## src/rtl/rbm_pkg.sv

```systemverilog
package rbm_pkg;

  // What an output slot carries in the coming frame.
  typedef enum logic [1:0] {
    SLOT_IDLE = 2'd0,
    SLOT_LIVE = 2'd1,
    SLOT_DEAD = 2'd2
  } slot_kind_e;

  // Index width for a port count of at least one.
  function automatic int idx_width(input int ports);
    return (ports > 1) ? $clog2(ports) : 1;
  endfunction

endpackage

```

## src/rtl/rbm_level_pick.sv

```systemverilog
// Turns each input's stage field into a request row, masked by valid and not dead.
module rbm_level_pick #(
  parameter int NPORT = 4
) (
  input  logic [NPORT-1:0]       in_valid,
  input  logic [NPORT-1:0]       in_dead,
  input  logic [NPORT*NPORT-1:0] field,
  output logic [NPORT*NPORT-1:0] req
);

  for (genvar i = 0; i < NPORT; i++) begin : g_row
    logic live;
    assign live = in_valid[i] & ~in_dead[i];
    assign req[i*NPORT +: NPORT] = field[i*NPORT +: NPORT] & {NPORT{live}};
  end

endmodule

```

## src/rtl/rbm_out_arbiter.sv

```systemverilog
// Fixed priority for one output: lowest-numbered requester wins.
module rbm_out_arbiter #(
  parameter int NPORT = 4
) (
  input  logic [NPORT-1:0] want,
  output logic [NPORT-1:0] gnt
);

  always_comb begin
    logic found;
    found = 1'b0;
    gnt   = '0;
    for (int i = 0; i < NPORT; i++) begin
      if (want[i] && !found) begin
        gnt[i] = 1'b1;
        found  = 1'b1;
      end
    end
  end

endmodule

```

## src/rtl/rbm_xbar_select.sv

```systemverilog
// Next-frame contents of each output: the live winner, a dead duplicate of
// the first loser, or nothing.
module rbm_xbar_select
  import rbm_pkg::*;
#(
  parameter int NPORT = 4,
  parameter int HDR_W = 12,
  parameter int PLD_W = 8
) (
  input  logic [NPORT*NPORT-1:0] req,
  input  logic [NPORT*NPORT-1:0] gnt,
  input  logic [NPORT*HDR_W-1:0] in_hdr,
  input  logic [NPORT*PLD_W-1:0] in_pld,
  output logic [NPORT-1:0]       nxt_valid,
  output logic [NPORT-1:0]       nxt_dead,
  output logic [NPORT*HDR_W-1:0] nxt_hdr,
  output logic [NPORT*PLD_W-1:0] nxt_pld
);

  localparam int IDX_W = idx_width(NPORT);

  logic [NPORT-1:0] lost;
  logic [IDX_W-1:0] loser_idx;
  logic             any_lost;

  for (genvar i = 0; i < NPORT; i++) begin : g_lost
    assign lost[i] = |(req[i*NPORT +: NPORT] & ~gnt[i*NPORT +: NPORT]);
  end

  always_comb begin
    any_lost  = 1'b0;
    loser_idx = '0;
    for (int i = 0; i < NPORT; i++) begin
      if (lost[i] && !any_lost) begin
        loser_idx = IDX_W'(i);
        any_lost  = 1'b1;
      end
    end
  end

  for (genvar o = 0; o < NPORT; o++) begin : g_out
    slot_kind_e       kind;
    logic [IDX_W-1:0] src;

    always_comb begin
      kind = SLOT_IDLE;
      src  = loser_idx;
      for (int i = 0; i < NPORT; i++) begin
        if (gnt[i*NPORT + o]) begin
          kind = SLOT_LIVE;
          src  = IDX_W'(i);
        end
      end
      if (kind == SLOT_IDLE && any_lost) begin
        kind = SLOT_DEAD;
      end
    end

    assign nxt_valid[o]               = (kind != SLOT_IDLE);
    assign nxt_dead[o]                = (kind == SLOT_DEAD);
    assign nxt_hdr[o*HDR_W +: HDR_W]  = in_hdr[src*HDR_W +: HDR_W];
    assign nxt_pld[o*PLD_W +: PLD_W]  = in_pld[src*PLD_W +: PLD_W];
  end

endmodule

```

## src/rtl/rbm_multicast_switch.sv

```systemverilog
// One switching element of a return-path multistage network, multicasting by
// the level map that belongs to stage STAGE.
module rbm_multicast_switch #(
  parameter int NPORT  = 4,
  parameter int NLEVEL = 3,
  parameter int STAGE  = 0,
  parameter int PLD_W  = 8
) (
  input  logic                          clk,
  input  logic                          rst_n,
  input  logic [NPORT-1:0]              in_valid,
  input  logic [NPORT-1:0]              in_dead,
  input  logic [NPORT*NPORT*NLEVEL-1:0] in_hdr,
  input  logic [NPORT*PLD_W-1:0]        in_pld,
  output logic [NPORT-1:0]              out_valid,
  output logic [NPORT-1:0]              out_dead,
  output logic [NPORT*NPORT*NLEVEL-1:0] out_hdr,
  output logic [NPORT*PLD_W-1:0]        out_pld,
  output logic [NPORT*NPORT-1:0]        out_ack
);

  localparam int HDR_W = NPORT * NLEVEL;
  localparam int FLD_LO = STAGE * NPORT;

  // Reset: asserted asynchronously, released through two flops.
  logic [1:0] rst_sync;
  logic       rst_q_n;

  always_ff @(posedge clk or negedge rst_n) begin
    if (!rst_n) rst_sync <= 2'b00;
    else        rst_sync <= {rst_sync[0], 1'b1};
  end
  assign rst_q_n = rst_sync[1];

  // Stage field of every header.
  logic [NPORT*NPORT-1:0] field;
  for (genvar i = 0; i < NPORT; i++) begin : g_field
    assign field[i*NPORT +: NPORT] = in_hdr[i*HDR_W + FLD_LO +: NPORT];
  end

  logic [NPORT*NPORT-1:0] req;
  rbm_level_pick #(.NPORT(NPORT)) u_pick (
    .in_valid (in_valid),
    .in_dead  (in_dead),
    .field    (field),
    .req      (req)
  );

  // Column view of the request matrix, one arbiter per output.
  logic [NPORT*NPORT-1:0] gnt;
  for (genvar o = 0; o < NPORT; o++) begin : g_arb
    logic [NPORT-1:0] want_col;
    logic [NPORT-1:0] gnt_col;
    for (genvar i = 0; i < NPORT; i++) begin : g_bit
      assign want_col[i]       = req[i*NPORT + o];
      assign gnt[i*NPORT + o]  = gnt_col[i];
    end
    rbm_out_arbiter #(.NPORT(NPORT)) u_arb (
      .want (want_col),
      .gnt  (gnt_col)
    );
  end

  logic [NPORT-1:0]       nxt_valid;
  logic [NPORT-1:0]       nxt_dead;
  logic [NPORT*HDR_W-1:0] nxt_hdr;
  logic [NPORT*PLD_W-1:0] nxt_pld;

  rbm_xbar_select #(.NPORT(NPORT), .HDR_W(HDR_W), .PLD_W(PLD_W)) u_sel (
    .req       (req),
    .gnt       (gnt),
    .in_hdr    (in_hdr),
    .in_pld    (in_pld),
    .nxt_valid (nxt_valid),
    .nxt_dead  (nxt_dead),
    .nxt_hdr   (nxt_hdr),
    .nxt_pld   (nxt_pld)
  );

  // Frame registers.
  always_ff @(posedge clk or negedge rst_q_n) begin
    if (!rst_q_n) begin
      out_valid <= '0;
      out_dead  <= '0;
      out_hdr   <= '0;
      out_pld   <= '0;
      out_ack   <= '0;
    end else begin
      out_valid <= nxt_valid;
      out_dead  <= nxt_dead;
      out_hdr   <= nxt_hdr;
      out_pld   <= nxt_pld;
      out_ack   <= gnt;
    end
  end

  // Checks on the registered frame.
  for (genvar o = 0; o < NPORT; o++) begin : g_chk_out
    logic [NPORT-1:0] ack_col;
    for (genvar i = 0; i < NPORT; i++) begin : g_c
      assign ack_col[i] = out_ack[i*NPORT + o];
    end

    assert_one_winner_R4: assert property (@(posedge clk) disable iff (!rst_q_n)
      $onehot0(ack_col));

    assert_live_has_owner_R8: assert property (@(posedge clk) disable iff (!rst_q_n)
      (out_valid[o] && !out_dead[o]) |-> $onehot(ack_col));

    assert_dead_unacked_R8: assert property (@(posedge clk) disable iff (!rst_q_n)
      (out_dead[o] || !out_valid[o]) |-> (ack_col == '0));

    assert_dead_is_valid_R6: assert property (@(posedge clk) disable iff (!rst_q_n)
      out_dead[o] |-> out_valid[o]);
  end

  for (genvar i = 0; i < NPORT; i++) begin : g_chk_in
    assert_dead_input_silent_R7: assert property (@(posedge clk) disable iff (!rst_q_n)
      (in_valid[i] && in_dead[i]) |=> (out_ack[i*NPORT +: NPORT] == '0));

    assert_ack_within_field_R2: assert property (@(posedge clk) disable iff (!rst_q_n)
      (in_valid[i] && !in_dead[i]) |=>
        ((out_ack[i*NPORT +: NPORT] & ~$past(in_hdr[i*HDR_W + FLD_LO +: NPORT])) == '0));

    assert_idle_input_silent_R9: assert property (@(posedge clk) disable iff (!rst_q_n)
      !in_valid[i] |=> (out_ack[i*NPORT +: NPORT] == '0));
  end

endmodule

```

## config.mk

```make
export PLATFORM = sky130hd
export DESIGN_NAME = rbm_multicast_switch
export DESIGN_NICKNAME = d
export VERILOG_FILES = /design/src/rtl/rbm_pkg.sv /design/src/rtl/rbm_level_pick.sv /design/src/rtl/rbm_out_arbiter.sv /design/src/rtl/rbm_xbar_select.sv /design/src/rtl/rbm_multicast_switch.sv
export SDC_FILE = /design/constraint.sdc
export NUM_CORES = 1
export LEC_CHECK = 0
export BUFFER_PORTS_ARGS = -buffer_cell sky130_fd_sc_hd__buf_2
export CORE_ASPECT_RATIO = 0.6
export CORE_MARGIN = 2
export CORE_UTILIZATION = 40
export DETAILED_ROUTE_END_ITERATION = 6
export PLACE_DENSITY = 0.65
export SLEW_MARGIN = 20
export SYNTH_ARGS = -nofsm -noshare
export SYNTH_HDL_FRONTEND = slang
export SYNTH_HIERARCHICAL = 1
export SYNTH_SLANG_ARGS = --single-unit
export TNS_END_PERCENT = 5
```

## constraint.sdc

```tcl
create_clock -name clk -period 9.45 [get_ports clk]
set_input_delay 0.4725 -clock clk [delete_from_list [all_inputs] [get_ports clk]]
set_output_delay 0.4725 -clock clk [all_outputs]
set_load 0.01 [all_outputs]
```

Word-level counts from Yosys, hierarchy flattened:

Index checks and enable logic that the tools add are counted.

* logic and storage cells: 155
* bits in registers: 106
* input port bits: 90

* $mul: 4
* muxes and demuxes: 67
* reductions and logical operators: 46
* eq/ne operators: 4
* shift operators: 8
* bitwise logic cells: 20

Operators by type and width (number)
* variable part select 48 x 7 -> 12 bit: 4
* variable part select 32 x 6 -> 8 bit: 4
* 2-to-1 mux 1 bit: 45
* 2-to-1 mux 2 bit: 22
* AND 4 bit: 8
* logical AND 1 bit: 19
* multiplier 2 x 2 -> 4 bit, second input constant: 4
* inverter 4 bit: 4
* OR reduction 4 bit: 4
* logical NOT 1 bit: 15
* equality test 2 bit, second input constant: 4
* logical NOT 2 bit: 4
* nonzero test 2 bit: 4
* AND 1 bit: 4
* inverter 1 bit: 4

Depth between registers and ports, before layout:

Gate-level depths: netlist (run 1).

* depth after elaboration: 24
* mapped depth: 9
* depth with buffers taken out: 8

By module:

The synthesis (run 1) kept the hierarchy.

By module, submodules not included
* rbm_xbar_select: area each 3081.7 um^2, cells each 319, instances 1, seq. area each 0.0 um^2
* rbm_multicast_switch: area each 2656.3 um^2, cells each 107, instances 1, seq. area each 2652.5 um^2
* rbm_out_arbiter: area each 36.3 um^2, cells each 4, instances 4, seq. area each 0.0 um^2
* rbm_level_pick: area each 140.1 um^2, cells each 16, instances 1, seq. area each 0.0 um^2

Worst setup path before layout (run 1):

Ideal clock, no wire load.

* path kind: input -> register
* from: input in_dead[2]
* to: register out_hdr[0]
* cell stages on the path: 9
* library setup time: 131 ps
* arrival time: 2962 ps
* required time: 9319 ps
* slack: 6357 ps
* cell sequence: and3b_1 -> nor3b_1 -> inv_1 -> a2111oi_4 -> a21oi_4 -> o41ai_4 -> buf_6 -> mux2i_1 -> mux2i_1

* longest elaborated chain between the ends: 19

RTL lines
* start: declaration: line rbm_multicast_switch.sv:12 `input logic [NPORT-1:0] in_dead,`
* inverter 1 bit *: line rbm_level_pick.sv:13 `assign live = in_valid[i] & ~in_dead[i];`
* AND 1 bit *: line rbm_level_pick.sv:13
* AND 4 bit *: line rbm_level_pick.sv:14 `assign req[i*NPORT +: NPORT] = field[i*NPORT +: NPORT] & {NPORT{live}};`
* logical AND 1 bit *: line rbm_out_arbiter.sv:14 `if (want[i] && !found) begin`
* 2-to-1 mux 1 bit *: line rbm_out_arbiter.sv:14
* named net g_arb[3].gnt_col[2]: line rbm_multicast_switch.sv:53 `logic [NPORT-1:0] gnt_col;`
* inverter 4 bit *: line rbm_xbar_select.sv:27 `assign lost[i] = |(req[i*NPORT +: NPORT] & ~gnt[i*NPORT +: NPORT]);`
* AND 4 bit *: line rbm_xbar_select.sv:27
* [2 not listed]
* 2-to-1 mux 1 bit: line rbm_xbar_select.sv:34 `if (lost[i] && !any_lost) begin`
* logical NOT 1 bit: line rbm_xbar_select.sv:34
* logical AND 1 bit: line rbm_xbar_select.sv:34
* 2-to-1 mux 2 bit *: line rbm_xbar_select.sv:34
* 2-to-1 mux 2 bit * (4 in series): line rbm_xbar_select.sv:49 `if (gnt[i*NPORT + o]) begin`
* multiplier 2 x 2 -> 4 bit *: line rbm_xbar_select.sv:61 `assign nxt_hdr[o*HDR_W +: HDR_W] = in_hdr[src*HDR_W +: HDR_W];`
* variable part select 48 x 7 -> 12 bit *: line rbm_xbar_select.sv:61
* named net nxt_hdr[0]: line rbm_multicast_switch.sv:66 `logic [NPORT*HDR_W-1:0] nxt_hdr;`
* end signal: assignment: line rbm_multicast_switch.sv:91 `out_hdr <= nxt_hdr;`
* end: declaration: line rbm_multicast_switch.sv:17 `output logic [NPORT*NPORT*NLEVEL-1:0] out_hdr,`

The timed path passes the listed nets; every way through them passes the cells marked *.

Worst setup path in the final report (run 1):

* from: input in_hdr[1]
* to: register out_hdr[46]

* longest elaborated chain between the ends: 22

RTL lines
* start: declaration: line rbm_multicast_switch.sv:13 `input logic [NPORT*NPORT*NLEVEL-1:0] in_hdr,`
* AND 4 bit *: line rbm_level_pick.sv:14
* named net req[1]: line rbm_multicast_switch.sv:41 `logic [NPORT*NPORT-1:0] req;`
* 2-to-1 mux 1 bit *: line rbm_out_arbiter.sv:14
* logical NOT 1 bit: line rbm_out_arbiter.sv:14
* logical AND 1 bit: line rbm_out_arbiter.sv:14
* 2-to-1 mux 1 bit *: line rbm_out_arbiter.sv:14
* logical NOT 1 bit *: line rbm_out_arbiter.sv:14
* logical AND 1 bit *: line rbm_out_arbiter.sv:14
* [1 not listed]
* named net g_arb[1].gnt_col[2]: line rbm_multicast_switch.sv:53
* [4 not listed]
* 2-to-1 mux 1 bit: line rbm_xbar_select.sv:34
* logical NOT 1 bit: line rbm_xbar_select.sv:34
* logical AND 1 bit: line rbm_xbar_select.sv:34
* 2-to-1 mux 2 bit *: line rbm_xbar_select.sv:34
* 2-to-1 mux 2 bit * (4 in series): line rbm_xbar_select.sv:49
* multiplier 2 x 2 -> 4 bit *: line rbm_xbar_select.sv:61
* variable part select 48 x 7 -> 12 bit *: line rbm_xbar_select.sv:61
* named net nxt_hdr[46]: line rbm_multicast_switch.sv:66

Marked as above.

==> results of run 1 <==
## logic make-up after synthesis
logic type	count (synthesis)	synth area share
AO/OA/AOI/OAI	17	0.0409
other	1	0.000623
multiplexers	240	0.399
flip-flops	106	0.440
AND/OR/NAND/NOR	59	0.0733
buffers and inverters	35	0.0459
## Yosys cell counts
cell	number	area, um^2
o311ai_1	1	8.76
mux2i_1	240	2400
nor4_1	4	25.0
or2b_2	3	26.3
nand2_1	5	18.8
dfrtp_1	106	2650
conb_1	1	3.75
a2111o_1	1	11.3
buf_6	16	180
nand2b_1	4	25.0
and2b_2	1	8.76
inv_1	7	26.3
a21oi_4	1	16.3
nor3b_1	4	30.0
nor2b_2	1	8.76
o2111ai_2	2	30.0
a2111oi_4	1	27.5
o31ai_1	3	22.5
buf_2	8	40.0
nor2b_1	11	68.8
and2b_4	1	10.0
o41ai_4	4	110
buf_4	4	30.0
a21oi_1	4	20.0
nor2_1	4	15.0
nor4b_2	4	60.1
and3b_1	16	140
nor3_1	1	5.00
## area by class of cell
cell class                      count  area (um^2)  area share
Tap cell                          198          248      0.0333
Timing Repair Buffer              204         1050       0.142
Clock inverter                      4         52.6     0.00706
Clock buffer                       12          246      0.0331
Multi-Input combinational cell    317         3160       0.424
Sequential cell                   106         2660       0.357
Inverter                            7         26.3     0.00353
## path summary, 6_finish.rpt
path                        startpoint           to  cells past startpoint
max in group asynchronous  rst_sync[1]   out_pld[4]                      1
min reg2reg                rst_sync[1]   out_pld[8]                      0
max reg2reg                rst_sync[1]   out_pld[4]                      1
max                          in_hdr[1]  out_hdr[46]                     10
min                        rst_sync[1]   out_pld[8]                      0
min in group clk           rst_sync[0]  rst_sync[1]                      0
## routing by layer
layer  wire [um]  global-route usage
met2        7590               0.322
met3        1360              0.0665
met4         212              0.0504
met1        8120               0.309
met5           0                   0
## state kept, by name (all words and copies together), names as in the netlist
signal and count:
out_dead 4, out_pld 32, rst_sync 2, out_valid 4
out_hdr 48, out_ack 16
## per-stage QoR
step                      hold slack (ns)   util  cell area [um^2]
after detailed placement            0.240  0.488              7120
after CTS                           0.247  0.509              7430
final                               0.230  0.510              7440
after global placement              0.227  0.488              7120
after floorplan                     0.177      -              6020
after global routing                0.261  0.510              7440
## power breakdown
| group | internal [mW] | switching (mW) |
|---|---|---|
| Sequential | 0.533 | 0.0283 |
| Combinational | 0.214 | 0.274 |
| Clock | 0.213 | 0.168 |
| Total | 0.960 | 0.471 |
## timing repair
action	in CTS	in global routing
hold buffers	1	0
hold endpoints to repair	2	0
resized for setup	0	0
==> key figures, run 1 <==
Clocking
  – Clock Tree Root: clkbuf_16
  – Clock Latency Late Sink: 0.34 ns
  – Setup Buffers After CTS: 0
  – Max H-tree Level: 3
  – Maximum clock insertion buffer count: 2
  – TritonCTS clock tree: yes
  – CTS clk-pin slew, worst paths: 0.07 ns
  – Clk sinks: about 110
  – CTS Buf Count: 9

STA
  – Least-Margin Pin Slew: a little over 1 ns
  – Final setup margin: roughly 5.6 ns
  – Relative slew slack: 0.313
  – Layout Skew: ~0.0087 ns
  – Min cycle time layout: 3.85 ns
  – Fmax: 0.260 GHz
  – Final setup violation count: 0
  – RSZ-0062 raised after global routing: no
  – Tcrit/Tclk final: 0.408
  – Max-slew violation total from the final report: 0
  – Final hold violation count: 0
  – Setup TNS: 0 ns

Floorplan
  – Core Region: 14600 um^2
  – Total die area: 16100 um^2
  – Initial Util: 0.413
  – Io pins: 194
  – Std cell rows: 34
  – Die Wd: approximately 160 um
  – Die H: 99.1 um

Critical path
  – CP top delay family: simple AND/OR/NAND/NOR gates
  – Slowest library cell on the worst path: nor3b_1
  – CP startpoint kind: input pin
  – Worst endpoint data arrival time: 4.06 ns
  – Worst path required time: slightly below 10 ns
  – Worst Path Buf+Inv: 2
  – Worst-path cell chain: buf_2 -> and3b_1 -> nor3b_1 -> nor2b_1 -> a2111oi_4 -> a21oi_4 -> o41ai_4 -> buf_4 -> mux2i_1 -> mux2i_1
  – Max stage delay on crit path: ~0.90 ns
  – Reg2Reg Setup Slack: 8.16 ns
  – Critical path class: input pin to flip-flop
  – Most used cell, CP: mux2i_1
  – Worst setup EP type: flip-flop
  – Crit-path max FO: 40

Power
  – P per Cell Area: 192 nW/um^2
  – Power, Total: 1.43 mW
  – Static Leakage: 3.68 nW
  – Max IR drop VDD: between 90 and 100 uV

GRT
  – Vias in the first global route: 4653
  – GRT Total Usage: 0.216
  – Overflow after GRT: 0
  – Largest net degree at the start of global routing: a little over 80
  – First-pass GRT wire length: 26500 um
  – Antenna violations before repair: 0

Synth
  – Syn_nets: between 500 and 600
  – Sequential share of the synthesized area: 0.440
  – Mapped Cells: 458
  – Post-Syn Area: 6020 um^2
  – Synth warn: 6
  – Synth unique cells: 28
  – Synth Register Bits: 106
  – Avg Inst Size Synth: 13.2 um^2

Finish
  – Share of cells above drive strength 1: 0.371
  – P&R area growth vs syn: 23.6%
  – Fillers: between 1000 and 1500
  – Non-filler cells, final: 848
  – Most common cell after layout, fill and taps aside: mux2i_1
  – ANT cells: 0
  – Leading cell types in the layout, fill and taps excluded: mux2i_1, buf_2, dfrtp_1, and3b_1, nor2b_1
  – Final net count: 735

Detailed routing
  – Vias per inst: roughly 5.3
  – Routed vias: roughly 4500
  – DRC viols: 0
  – Antenna viol nets, final: 0
  – Iter 0 DRT Violations: between 200 and 250
  – Drt wl/cell: 20.4 um
  – DRT Pass-1 Iters: 4
  – Wirelength, routed: 17300 um

Place
  – Port Buffers: 193
  – RePlAce Congestion: ~0.85
  – Dpl ws: between 5 and 6 ns
  – Detail Placement HPWL: 12300 um
  – Placed Cells incl. Taps: 831

Min path
  – Hold Crit Class: flip-flop to async pin

Status
  – Status: finished clean

Job
  – Max-cap viol count: 0
Power figures use the tool's default switching activity.
==> inputs of run 2 (changes only) <==
- clock period: 9.45 -> 3.7 ns (I/O delays scaled with it)
==> run 2 against run 1 <==
Effect of this change:
- clock-buffer cell count decreased by 1
- final cell count increased by 1.3%
- worst setup slack got worse by 4.9 ns
- clock power increased to 2.7 times the previous value
- critical path depth unchanged
- sequential share of layout area decreased by 0.72 points
- global-route usage increased by 0.36 points
- critical path type unchanged
- highest routed layer unchanged
==> key figures, run 2 (synthesis gave the netlist of run 1 again) <==
GRT
  – Overflow after GRT: 0 (unchanged)
  – Antenna violations before repair: 0 (unchanged)
  – M3 GR Usage: 0.0614 (was 0.0665)
  – GR peak layer: met2 (unchanged)
  – Largest net degree at the start of global routing: 83 (unchanged)
  – Met1 Usage GRT: 0.323 (was 0.309)
  – GRT Total Usage: 0.220 (was 0.216)
  – Met2 Resource Use GR: 0.325 (was 0.322)
  – First-pass GRT wire length: 27200 um (was 26500 um)
  – Vias in the first global route: 4757 (was 4653)

Finish
  – Fillers: 1272 (was 1318)
  – Share of cells above drive strength 1: 0.382 (was 0.371)
  – Final net count: 745 (was 735)
  – Leading cell types in the layout, fill and taps excluded: mux2i_1, buf_2, dfrtp_1, and3b_1, buf_4 (was mux2i_1, buf_2, dfrtp_1, and3b_1, nor2b_1)
  – Biggest register: out_hdr (unchanged)
  – P&R area growth vs syn: 26.1% (was 23.6%)
  – Biggest regs: out_hdr x48, out_pld x32, out_ack x16 (unchanged)
  – Non-filler cells, final: 859 (was 848)
  – Max FFs per register: 48 (unchanged)
  – Most common cell after layout, fill and taps aside: mux2i_1 (unchanged)

Critical path
  – Worst endpoint data arrival time: 3.25 ns (was 4.06 ns)
  – Worst-path cell chain: buf_2 -> and3b_1 -> nor3b_1 -> and2b_4 -> a2111oi_4 -> a21oi_4 -> o41ai_4 -> buf_12 -> mux2i_1 -> mux2i_1 (was buf_2 -> and3b_1 -> nor3b_1 -> nor2b_1 -> a2111oi_4 -> a21oi_4 -> o41ai_4 -> buf_4 -> mux2i_1 -> mux2i_1)
  – Worst setup EP type: flip-flop (unchanged)
  – CP startpoint kind: input pin (unchanged)
  – Critical path class: input pin to flip-flop (unchanged)
  – Max stage delay on crit path: 0.74 ns (was 0.90 ns)
  – Most used cell, CP: mux2i_1 (unchanged)
  – Worst Path Buf+Inv: 2 (unchanged)
  – CP top delay family: simple AND/OR/NAND/NOR gates (unchanged)
  – Crit-path max FO: 40 (unchanged)
  – Slowest library cell on the worst path: nor3b_1 (unchanged)
  – Worst path required time: 3.91 ns (was 9.66 ns)

Place
  – Port Buffers: 193 (unchanged)
  – Detail Placement HPWL: 12300 um (about the same)
  – Placed Cells incl. Taps: 840 (was 831)
  – RePlAce Congestion: 0.882 (was 0.850)

Detailed routing
  – DRT Pass-1 Iters: 4 (unchanged)
  – Antenna viol nets, final: 0 (unchanged)
  – Vias per inst: 5.25 (was 5.33)
  – Iter 0 DRT Violations: 259 (was 214)
  – Drt wl/cell: 20.1 um (was 20.4 um)
  – Wirelength, routed: 17300 um (about the same)
  – Routed vias: 4512 (was 4520)
  – DRC viols: 0 (unchanged)

Clocking
  – Maximum clock insertion buffer count: 2 (unchanged)
  – Hold buffers post-CTS: 1 (unchanged)
  – TritonCTS clock tree: yes (unchanged)
  – CTS resizes: 0 (unchanged)
  – CTS clk-pin slew, worst paths: 0.07 ns (about the same)
  – Clock Latency Late Sink: 0.34 ns (about the same)
  – Max H-tree Level: 3 (unchanged)
  – Clock Tree Root: clkbuf_16 (unchanged)
  – Setup Buffers After CTS: 0 (unchanged)
  – Clk sinks: 106 (unchanged)
  – CTS Buf Count: 9 (unchanged)

Floorplan
  – Io pins: 194 (unchanged)
  – Total die area: 16100 um^2 (unchanged)
  – Die Wd: 162 um (unchanged)
  – Die H: 99.1 um (unchanged)
  – Initial Util: 0.413 (unchanged)
  – Std cell rows: 34 (unchanged)
  – Core Region: 14600 um^2 (unchanged)

Min path
  – Hold Crit Class: input pin to async pin (was flip-flop to async pin)

Power
  – P per Cell Area: 490 nW/um^2 (was 192 nW/um^2)
  – Static Leakage: 3.78 nW (was 3.68 nW)
  – Max IR drop VDD: 263 uV (was 100 uV)

STA
  – Max-slew violation total from the final report: 0 (unchanged)
  – Final hold violation count: 0 (unchanged)
  – Relative slew slack: 0.443 (was 0.313)
  – Final setup violation count: 0 (unchanged)
  – Setup TNS: 0 ns (unchanged)
  – Tcrit/Tclk final: 0.820
  – Min cycle time layout: approximately 3.0 ns
  – Layout Skew: 0.00918 ns (was 0.00867 ns)
  – Fmax: between 0.3 and 0.4 GHz
  – RSZ-0062 raised after global routing: no (unchanged)
  – Least-Margin Pin Slew: 0.834 ns (was 1.03 ns)

Status
  – Status: finished clean (unchanged)

Job
  – Max-cap viol count: 0 (unchanged)
[run 2: changes by cell type in the layout (fill, tap and decap cells not counted), moves of 2 or more]
cell | previous run | this run
buf_12 | 0 | 4
buf_4 | 9 | 15
clkbuf_1 | 2 | 0
clkinv_4 | 0 | 2
clkinvlp_4 | 3 | 0
[run 2: final timing paths]
path	startpoint	end	slack (ns)	cells past startpoint
worst min register to register	rst_sync[1]	out_hdr[5]	0.28	0
worst max-delay path	in_dead[0]	out_hdr[29]	0.67	10
worst max register to register	rst_sync[1]	out_ack[7]	2.73	1
worst min-delay path	rst_n	rst_sync[1]	0.14	2
min in group clk	in_pld[7]	out_pld[31]	0.19	3
max in group asynchronous	rst_sync[1]	out_ack[7]	2.73	1
[run 2: layout make-up]
class	count	area (um^2)	share of cell area
antenna	1	2.50	0.000329
multi-input combinational	317	3150	0.415
inverter	7	26.3	0.00346
tap	198	248	0.0326
clock buffer	11	253	0.0333
timing repair buffer	214	1200	0.157
sequential	106	2660	0.350
clock inverter	5	61.3	0.00807
[run 2: routing by layer]
metal | up-vias | share of wire | wire length [um]
li1 | 2070 | - | -
met1 | 2263 | 0.48 | 8210
met2 | 170 | 0.43 | 7490
met3 | 9 | 0.083 | 1440
met4 | 0 | 0.0075 | 129
met5 | - | 0 | 0
[run 2: power breakdown]
group	leakage, nW	switching, mW	internal (mW)
sequential	1.25	0.0730	1.36
clock	0.156	0.442	0.567
combinational	2.37	0.706	0.572
[run 2: per-stage QoR]
step	area [um^2]	hold WS (ns)	power, mW	util	worst slack [ns]
floorplan	6020	-0.111	2.26	-	0.529
global placement	7240	-0.0308	2.70	0.496	0.467
detailed placement	7240	-0.0276	2.73	0.496	0.318
CTS	7570	0.132	3.75	0.519	0.676
global route	7590	0.134	3.91	0.520	0.484
finish	7600	0.144	3.72	0.521	0.666
